==> src/rtl/sdmp_pkg.sv <==
package sdmp_pkg;

  // Read-side mask latency in active cycles.
  localparam int unsigned DQM_RD_LAT = 2;

  // Next beat position within a burst of len beats.
  function automatic int unsigned wrap_inc(input int unsigned pos, input int unsigned len);
    return (pos + 1 >= len) ? 0 : pos + 1;
  endfunction

  // A read slot is live when data is due, it is not blanked and the clock runs.
  function automatic logic slot_live(input logic data_due, input logic blanked, input logic clk_on);
    return data_due & ~blanked & clk_on;
  endfunction

  // Write-side mask: zero latency, only on a write beat.
  function automatic logic wr_masked(input logic beat, input logic dqm);
    return beat & dqm;
  endfunction

endpackage

==> src/rtl/sdmp_cke_ctrl.sv <==
module sdmp_cke_ctrl (
  input  logic clk,
  input  logic rst_n,
  input  logic susp_req,
  output logic cke_q,
  output logic active
);

  logic live_q;

  always_ff @(posedge clk or negedge rst_n) begin
    if (!rst_n) begin
      cke_q  <= 1'b1;
      live_q <= 1'b0;
    end else begin
      cke_q  <= ~susp_req;
      live_q <= 1'b1;
    end
  end

  assign active = cke_q;

  // One-cycle entry and exit latency of suspend.
  assert_cke_latency_R1: assert property (@(posedge clk) disable iff (!rst_n)
    live_q |-> (cke_q == !$past(susp_req)));

endmodule

==> src/rtl/sdmp_hold_shift.sv <==
module sdmp_hold_shift #(
  parameter int DEPTH = 2
) (
  input  logic clk,
  input  logic rst_n,
  input  logic adv,
  input  logic din,
  output logic dout
);

  logic [DEPTH-1:0] line;

  generate
    if (DEPTH == 1) begin : g_single
      always_ff @(posedge clk or negedge rst_n) begin
        if (!rst_n)   line <= '0;
        else if (adv) line <= din;
      end
    end else begin : g_chain
      always_ff @(posedge clk or negedge rst_n) begin
        if (!rst_n)   line <= '0;
        else if (adv) line <= {line[DEPTH-2:0], din};
      end
    end
  endgenerate

  assign dout = line[DEPTH-1];

  // Every stage stands still in a frozen cycle.
  assert_line_hold_R5: assert property (@(posedge clk) disable iff (!rst_n)
    !adv |=> $stable(line));

endmodule

==> src/rtl/sdmp_wr_path.sv <==
module sdmp_wr_path
  import sdmp_pkg::*;
(
  input  logic clk,
  input  logic rst_n,
  input  logic active,
  input  logic wr_beat,
  input  logic dqm_req,
  output logic dq_oe,
  output logic wr_mask
);

  logic oe_hold_q;
  logic mask_hold_q;
  logic oe_live;
  logic mask_live;

  assign oe_live   = wr_beat;
  assign mask_live = wr_masked(wr_beat, dqm_req);

  always_ff @(posedge clk or negedge rst_n) begin
    if (!rst_n) begin
      oe_hold_q   <= 1'b0;
      mask_hold_q <= 1'b0;
    end else if (active) begin
      oe_hold_q   <= oe_live;
      mask_hold_q <= mask_live;
    end
  end

  assign dq_oe   = active ? oe_live   : oe_hold_q;
  assign wr_mask = active ? mask_live : mask_hold_q;

  // A mask strobe only ever accompanies a driven write beat.
  assert_mask_in_write_R4: assert property (@(posedge clk) disable iff (!rst_n)
    wr_mask |-> dq_oe);

  // Consecutive frozen cycles keep the stretched write levels.
  assert_stretch_hold_R6: assert property (@(posedge clk) disable iff (!rst_n)
    !active |=> (active || ($stable(dq_oe) && $stable(wr_mask))));

endmodule

==> src/rtl/sdmp_beat_ctr.sv <==
module sdmp_beat_ctr
  import sdmp_pkg::*;
#(
  parameter int BURST_LEN = 4,
  localparam int POS_W = (BURST_LEN > 1) ? $clog2(BURST_LEN) : 1
) (
  input  logic             clk,
  input  logic             rst_n,
  input  logic             step,
  output logic [POS_W-1:0] pos
);

  logic [31:0] pos_wide;
  assign pos_wide = {{(32-POS_W){1'b0}}, pos};

  always_ff @(posedge clk or negedge rst_n) begin
    if (!rst_n)    pos <= '0;
    else if (step) pos <= POS_W'(wrap_inc(pos_wide, 32'(BURST_LEN)));
  end

  assert_pos_range_R7: assert property (@(posedge clk) disable iff (!rst_n)
    pos_wide < 32'(BURST_LEN));

  assert_pos_hold_R7: assert property (@(posedge clk) disable iff (!rst_n)
    !step |=> $stable(pos));

  assert_pos_moves_R7: assert property (@(posedge clk) disable iff (!rst_n)
    step |=> (pos != $past(pos)));

endmodule

==> src/rtl/sdram_mask_suspend.sv <==
module sdram_mask_suspend
  import sdmp_pkg::*;
#(
  parameter int CAS_LAT   = 2,   // 2, 3 or 4
  parameter int BURST_LEN = 4,
  localparam int POS_W = (BURST_LEN > 1) ? $clog2(BURST_LEN) : 1
) (
  input  logic             clk,
  input  logic             rst_n,
  input  logic             rd_beat,
  input  logic             wr_beat,
  input  logic             dqm_req,
  input  logic             susp_req,
  output logic             cke_out,
  output logic             dq_oe,
  output logic             wr_mask,
  output logic             rd_valid,
  output logic [POS_W-1:0] burst_pos
);

  logic active;
  logic rd_due;
  logic rd_blank;
  logic beat_step;

  sdmp_cke_ctrl u_cke (
    .clk      (clk),
    .rst_n    (rst_n),
    .susp_req (susp_req),
    .cke_q    (cke_out),
    .active   (active)
  );

  // Read-latency line: a slot travels CAS_LAT active cycles.
  sdmp_hold_shift #(.DEPTH(CAS_LAT)) u_rd_line (
    .clk   (clk),
    .rst_n (rst_n),
    .adv   (active),
    .din   (rd_beat & active),
    .dout  (rd_due)
  );

  // Mask history for reads: blanking lands two active cycles later.
  sdmp_hold_shift #(.DEPTH(int'(DQM_RD_LAT))) u_dqm_line (
    .clk   (clk),
    .rst_n (rst_n),
    .adv   (active),
    .din   (dqm_req & active),
    .dout  (rd_blank)
  );

  sdmp_wr_path u_wr (
    .clk     (clk),
    .rst_n   (rst_n),
    .active  (active),
    .wr_beat (wr_beat),
    .dqm_req (dqm_req),
    .dq_oe   (dq_oe),
    .wr_mask (wr_mask)
  );

  assign beat_step = active & (rd_beat | wr_beat);

  sdmp_beat_ctr #(.BURST_LEN(BURST_LEN)) u_ctr (
    .clk   (clk),
    .rst_n (rst_n),
    .step  (beat_step),
    .pos   (burst_pos)
  );

  assign rd_valid = slot_live(rd_due, rd_blank, active);

  // No read slot is reported while the memory clock is suspended.
  assert_valid_needs_cke_R5: assert property (@(posedge clk) disable iff (!rst_n)
    rd_valid |-> cke_out);

  // A live read slot never coincides with a blanked one.
  assert_valid_not_blanked_R3: assert property (@(posedge clk) disable iff (!rst_n)
    rd_valid |-> (rd_due && !rd_blank));

endmodule

==> config.mk <==
export PLATFORM = sky130hd
export DESIGN_NAME = sdram_mask_suspend
export DESIGN_NICKNAME = d
export VERILOG_FILES = /design/src/rtl/sdmp_pkg.sv /design/src/rtl/sdmp_cke_ctrl.sv /design/src/rtl/sdmp_hold_shift.sv /design/src/rtl/sdmp_wr_path.sv /design/src/rtl/sdmp_beat_ctr.sv /design/src/rtl/sdram_mask_suspend.sv
export SDC_FILE = /design/constraint.sdc
export NUM_CORES = 1
export LEC_CHECK = 0
export BUFFER_PORTS_ARGS = -buffer_cell sky130_fd_sc_hd__clkbuf_2
export CAP_MARGIN = 20
export CORE_AREA = 2 2 39 41
export CTS_CLUSTER_SIZE = 25
export DETAILED_ROUTE_END_ITERATION = 8
export DIE_AREA = 0 0 41 43
export SYNTH_ARGS = -nofsm -noshare
export SYNTH_HDL_FRONTEND = slang
export SYNTH_HIERARCHICAL = 1
export SYNTH_SLANG_ARGS = --single-unit
==> constraint.sdc <==
create_clock -name clk -period 1.15 [get_ports clk]
set_input_delay 0.1725 -clock clk [delete_from_list [all_inputs] [get_ports clk]]
set_output_delay 0.1725 -clock clk [all_outputs]
set_load 0.05 [all_outputs]
==> flow_summary.yaml, run 1 <==
status:
  status: "complete, but fails checks"
  violations: "negative setup slack"
yosys:
  synth_cells: 27
  synth_top_family_by_area: "multiplexers"
  synthTopCellsByArea: "dfrtp_1 (52%), mux2_2 (18%), dfstp_2 (6.9%)"
  synthAdderAreaFrac_pct: 3.28
  yosys.area.top_type: "dfrtp_1"
  synth.top_cell.area_share_pct: 52.5
  yosysSeqAreaShare_pct: 59.3
  syn_area_um2: 382
  ys_warn_count: 6
  muxShareOfSynthArea_pct: 21.6
  synthSimpleGateAreaFrac_pct: 8.52
  ys_ff_latch: 9
  synth_compound_area_share_pct: 3.28
  synthXorXnorAreaFrac_pct: 0
  ys_types: 13
  avgSynthCellArea_um2: 14.1
  syn_nets: 34
grt:
  antenna_found_initial: 0
  grt_pass1_wl_um: 1230
  overflow: 0
  grt_max_degree: 10
  grt_pass1_vias: 285
  grt_usage_pct: 11.1
timing:
  worst_slew_pin_slew_ns: 0.280
  fin_crit_sh_pct: 127
  max_slew_margin_pct: 81.4
  setup_tns_ns: -1.84
  skew_ns: 0.00635
  rsz0062_at_grt: "yes"
  drv_slew: 0
  fin_ws_ns: -0.315
  finalCriticalPeriod_ns: 1.46
  hold_viol: 0
  fmax_ghz: 0.683
  setup_violations: 10
floorplan:
  coreArea_um2: 1380
  initial_utilization_pct: 27.6
  fp.dieH_um: 43
  dieArea_um2: 1760
  ios: 12
  die_w_um: 41
  rows: 14
place:
  portBuffers: 11
  pre_cts_ws_ns: -0.148
  placed_cells: 54
  dp_hpwl_um: 463
  place_area_um2: 472
  gp_congestion: 0.671
cts:
  htree_levels: 1
  path_clk_slew_ns: 0.06
  numCtsBuffers: 3
  clk_path_buf_depth: 2
  cts_tree: "yes"
  clock_sinks: 9
  clkLatencyLatePin_ns: 0.26
  root_buffer: "clkbuf_4"
finish:
  drive_above_1_share_pct: 72.3
  area_growth_pct: 62.0
  final_nets: 55
  n_fill_cell: 130
  multi_input_area_um2: 173
  seqCellArea_um2: 229
  stdcell_count: 63
  fin_area_um2: 618
  antennaDiodeCount: 0
drt:
  vias_per_cell: 4.19
  num_vias: 264
  wire_per_inst_um: 11.3
  drc: 0
  dr.pass1.iters: 4
  drt_wl_total_um: 709
  first_iter_violations: 3
  ant_nets: 0
power_and_ir_drop:
  ir_drop_v: 0.00127
  powerDensity_nw_per_um2: 1810
  p_leak_uw: 0.000302
critical_path:
  crit_arrival_ns: 1.29
  cp_top_family: "flip-flops"
  end_kind: "output port"
  crit_slowest_cell: "dfstp_2"
  crit_buf_inv: 1
  cp.required_ns: 0.98
  cp_cell_sequence: "mux2_4 -> buf_8"
  critical_path_class: "reg2out"
  worstPathMaxFanout: 4
  cp-start-kind: "flop"
  max_stage_delay_ns: 0.56
min_path:
  holdCritPathClass: "in2reg"
flow_run:
  drv_cap: 0
==> path summary, 6_finish.rpt <==
path	cells after the start	slack (ns)	start	end
worst max-delay path	2	-0.31	u_cke/active	dq_oe
worst min register to register	1	0.50	u_dqm_line/line[1]	u_dqm_line/line[1]
worst max register to register	4	-0.19	u_cke/active	u_ctr/pos[1]
min in group asynchronous	2	0.29	rst_n	u_rd_line/line[1]
max in group asynchronous	2	0.60	rst_n	u_cke/active
worst min-delay path	2	0.26	wr_beat	u_wr/oe_hold_q
==> final cells by class <==
class,instances,area share (%)
timing repair buffer,17,26.3
inverter,2,1.21
sequential,9,37.0
clock buffer,4,4.25
multi-input combinational,15,27.9
tap,16,3.24
==> kinds of logic after synthesis <==
| logic type | count (synthesis) |
|---|---|
| DFF | 9 |
| muxes | 7 |
| and+or+nand+nor | 5 |
| buffers and inverters | 3 |
| AOI/OAI and AO/OA | 2 |
| adders and majority gates | 1 |
==> cells in the final DEF, fill, tap and decap left out, types with 2 or more instances in the layout <==
master and count:
and2_2 2, dfrtp_1 6, clkbuf_4 3, buf_8 3
mux2_2 4, clkbuf_2 7, mux2_4 3, buf_4 2
dfrtp_2 2, dlygate4sd3_1 2, inv_1 2, buf_6 2
==> flip-flops by register name (all words and copies together), names as in the netlist <==
| signal | cells |
|---|---|
| u_rd_line/line | 2 |
| u_cke/active | 1 |
| u_dqm_line/line | 2 |
| u_ctr/pos | 2 |
| u_wr/mask_hold_q | 1 |
| u_wr/oe_hold_q | 1 |
==> cells in the mapped netlist <==
| library cell | instances |
|---|---|
| dfrtp_1 | 8 |
| mux2_2 | 6 |
| and2_2 | 2 |
| inv_1 | 2 |
| and3b_1 | 1 |
| buf_4 | 1 |
| dfstp_2 | 1 |
| ha_1 | 1 |
| mux2_4 | 1 |
| nand3_1 | 1 |
| nor2_1 | 1 |
| o21a_1 | 1 |
| o21ai_0 | 1 |
==> worst reg2reg max path: cells and delay by family, from the launching register on <==
| kind | cells | cell delay, ns |
|---|---|---|
| buffers and inverters | 2 | 0.25 |
| flip-flops | 1 | 0.56 |
| multiplexers | 1 | 0.29 |
| AO/OA/AOI/OAI | 1 | 0.13 |
==> per-layer routing <==
layer / wire length (µm) / global-route usage [%]
met1: 313 / 14.2
met2: 358 / 13.4
met3: 37 / 6.28
met4: 0 / 8.00
met5: 0 / 0
==> metrics by stage <==
step	total power, µW	utilization [%]	hold slack [ns]
after global placement	822	34.1	0.0411
after floorplan	737	-	-0.123
after global routing	1200	44.7	0.244
after detailed placement	826	34.1	0.0389
after CTS	1120	41.9	0.189
final	1120	44.7	0.258
==> where the power goes <==
group / total [µW] / internal [µW] / switching [µW]
sequential: 427 / 385 / 41.9
clock: 248 / 134 / 114
combinational: 444 / 188 / 256
==> what timing repair did <==
action | 4_1_cts | 5_1_grt
hold buffers | 2 | 0
setup endpoints to repair | 10 | 10
setup buffers | 2 | 1
resized for setup | 9 | 8
hold endpoints to repair | 10 | 0
Note: power is estimated with default switching activity, not from simulation.
==> run 2, diff against run 1 <==
--- a/config.mk
+++ b/config.mk
@@ -13,5 +13,4 @@
 export DIE_AREA = 0 0 41 43
 export SYNTH_ARGS = -nofsm -noshare
 export SYNTH_HDL_FRONTEND = slang
-export SYNTH_HIERARCHICAL = 1
 export SYNTH_SLANG_ARGS = --single-unit
==> flow_summary.yaml, run 2 <==
cts:
  clk_path_buf_depth: 2
  path_clk_slew_ns: 0.06
  root_buffer: "clkbuf_4"
  numCtsBuffers: 3
  clkLatencyLatePin_ns: 0.26
  cts_tree: "yes"
  clock_sinks: 9
  htree_levels: 1
critical_path:
  end_kind: "output port"
  crit_arrival_ns: 1.30
  cp.required_ns: 0.98
  r2r_setup_slack_ns: -0.13
  r2r_end: "u_ctr.pos[0]"
  cp-start-kind: "flop"
  r2r_start: "u_cke.active"
  r2r_cells: 4
  worstPathMaxFanout: 4
  critical_path_class: "reg2out"
finish:
  stdcell_count: 63
  drive_above_1_share_pct: 68.1
  reg_top3: "u_ctr.pos: 2 flops, u_dqm_line.line: 2 flops, u_rd_line.line: 2 flops"
  final_nets: 55
  area_growth_pct: 70.2
  n_fill_cell: 123
  final_common_cell: "dfrtp_1"
  antennaDiodeCount: 0
  fin_area_um2: 649
  final_cell_mix: "dfrtp_1 (8), mux2_4 (7), clkbuf_2 (5)"
drt:
  num_vias: 272
  first_iter_violations: 2
  ant_nets: 0
  vias_per_cell: 4.32
  drt_wl_total_um: 741
  dr.pass1.iters: 2
  wirelength_met1_um: 275
  met2_length_um: 402
  top_layer: "met4"
  wl_met3_um: 56
  drc: 0
  wire_per_inst_um: 11.8
floorplan:
  initial_utilization_pct: 27.6
  dieArea_um2: 1760
  die_w_um: 41
  coreArea_um2: 1380
  rows: 14
  fp.dieH_um: 43
  ios: 12
timing:
  fin_ws_ns: -0.323
  fmax_ghz: 0.679
  finalCriticalPeriod_ns: 1.47
  worst_slew_pin_slew_ns: 0.247
  fin_crit_sh_pct: 128
  setup_violations: 10
  rsz0062_at_grt: "yes"
  skew_ns: 0.00639
  drv_slew: 0
  max_slew_margin_pct: 83.7
  hold_viol: 0
  whs_ns: 0.0182
place:
  gp_congestion: 0.691
  dp_hpwl_um: 468
  place_area_um2: 505
  portBuffers: 11
  pre_cts_ws_ns: -0.104
  placed_cells: 56
min_path:
  hold_start: "susp_req"
  holdCritPathClass: "in2reg"
  hold_end: "u_cke.active"
  holdPathStages: 2
yosys:
  yosysSeqAreaShare_pct: 59.3
  synthAdderAreaFrac_pct: 3.28
  synthXorXnorAreaFrac_pct: 0
  yosys-top-cells-count: "dfrtp_1 (8), mux2_2 (5), inv_1 (2), mux2_4 (2), nor2_1 (2)"
  syn_nets: 33
  syn_area_um2: 382
  ys_types: 12
  ys.flop_type: "dfrtp_1"
  ys_ff_latch: 9
  synthTopCellsByArea: "dfrtp_1 (52%), mux2_2 (15%), mux2_4 (7.9%)"
  synthSimpleGateAreaFrac_pct: 4.26
  synth_most_common_cell: "dfrtp_1"
  ys_warn_count: 0
  synth_edf_count: 0
  synth_cells: 26
  muxShareOfSynthArea_pct: 22.6
  yosys.area.top_type: "dfrtp_1"
  synth_top_family_by_area: "multiplexers"
  synth_compound_area_share_pct: 5.57
  async_reset_ff_share_pct: 100
  avgSynthCellArea_um2: 14.7
  synth.top_cell.area_share_pct: 52.5
status:
  violations: "negative setup slack"
  status: "complete, but fails checks"
grt:
  antenna_found_initial: 0
  grt_usage_pct: 12.6
  grt_pass1_wl_um: 1350
  grt_pass1_vias: 297
  overflow: 0
  grt_max_degree: 10
power_and_ir_drop:
  finalPower_uw: 1220
  ir_drop_v: 0.000739
  p_leak_uw: 0.000323
  powerDensity_nw_per_um2: 1880
flow_run:
  drv_cap: 0
## run 2: per-stage QoR
stage / setup TNS, ns / util [%]
2_1_floorplan: -2.21 / -
6_report: -1.50 / 46.9
5_1_grt: -2.01 / 46.9
3_5_place_dp: -0.341 / 36.5
3_3_place_gp: -0.269 / 36.5
4_1_cts: -1.58 / 46.0
## run 2: logic make-up (layout without fill, tap and decap cells)
| kind of cell | Yosys count | after routing |
|---|---|---|
| flops | 9 | 9 |
| mux | 7 | 7 |
| simple gates | 4 | 4 |
| buf+inv | 3 | 24 |
| compound gates | 2 | 2 |
| fa+ha+maj | 1 | 1 |
## run 2: worst max-delay path by stage
stage | from | end | slack (ns)
2_1_floorplan | u_cke.active | dq_oe | -0.27
3_3_place_gp | u_cke.active | dq_oe | -0.09
3_5_place_dp | u_cke.active | dq_oe | -0.10
4_1_cts | u_cke.active | dq_oe | -0.35
5_1_grt | u_cke.active | dq_oe | -0.38
6_report | u_cke.active | dq_oe | -0.32
## run 2: power breakdown
group	switching (µW)	leakage, µW	internal [µW]
combinational	263	0.000203	270
clock	110	0.0000150	134
sequential	62.9	0.000106	381
total	437	0.000323	785
## run 2: repair_timing
item                                   4_1_cts  5_1_grt
setup endpoints to repair                   11       12
buffers inserted                             2        2
endpoints found under the hold margin        8        0
gates resized for setup                     18        4
hold buffers                                 1        0
pin swaps                                    2        1
## run 2: worst max-delay path, cell delays in order (launching register included)
cell and delay [ns]:
dfstp_2 0.57, mux2_4 0.32, buf_8 0.15
## run 2: layout make-up
class                           count  area (µm²)  area share, %
Sequential cell                     9         226           34.9
Timing Repair Buffer               18         195           30.1
Multi-Input combinational cell     14         174           26.8
Clock buffer                        4        26.3           4.05
Tap cell                           16        20.0           3.08
Inverter                            2        7.51           1.16
## run 2: routing by layer
layer  up-vias  global-route usage [%]
li1        129                       -
met1       132                    14.3
met2         8                    16.9
met3         3                    9.42
met4         0                    6.00
met5         -                       0
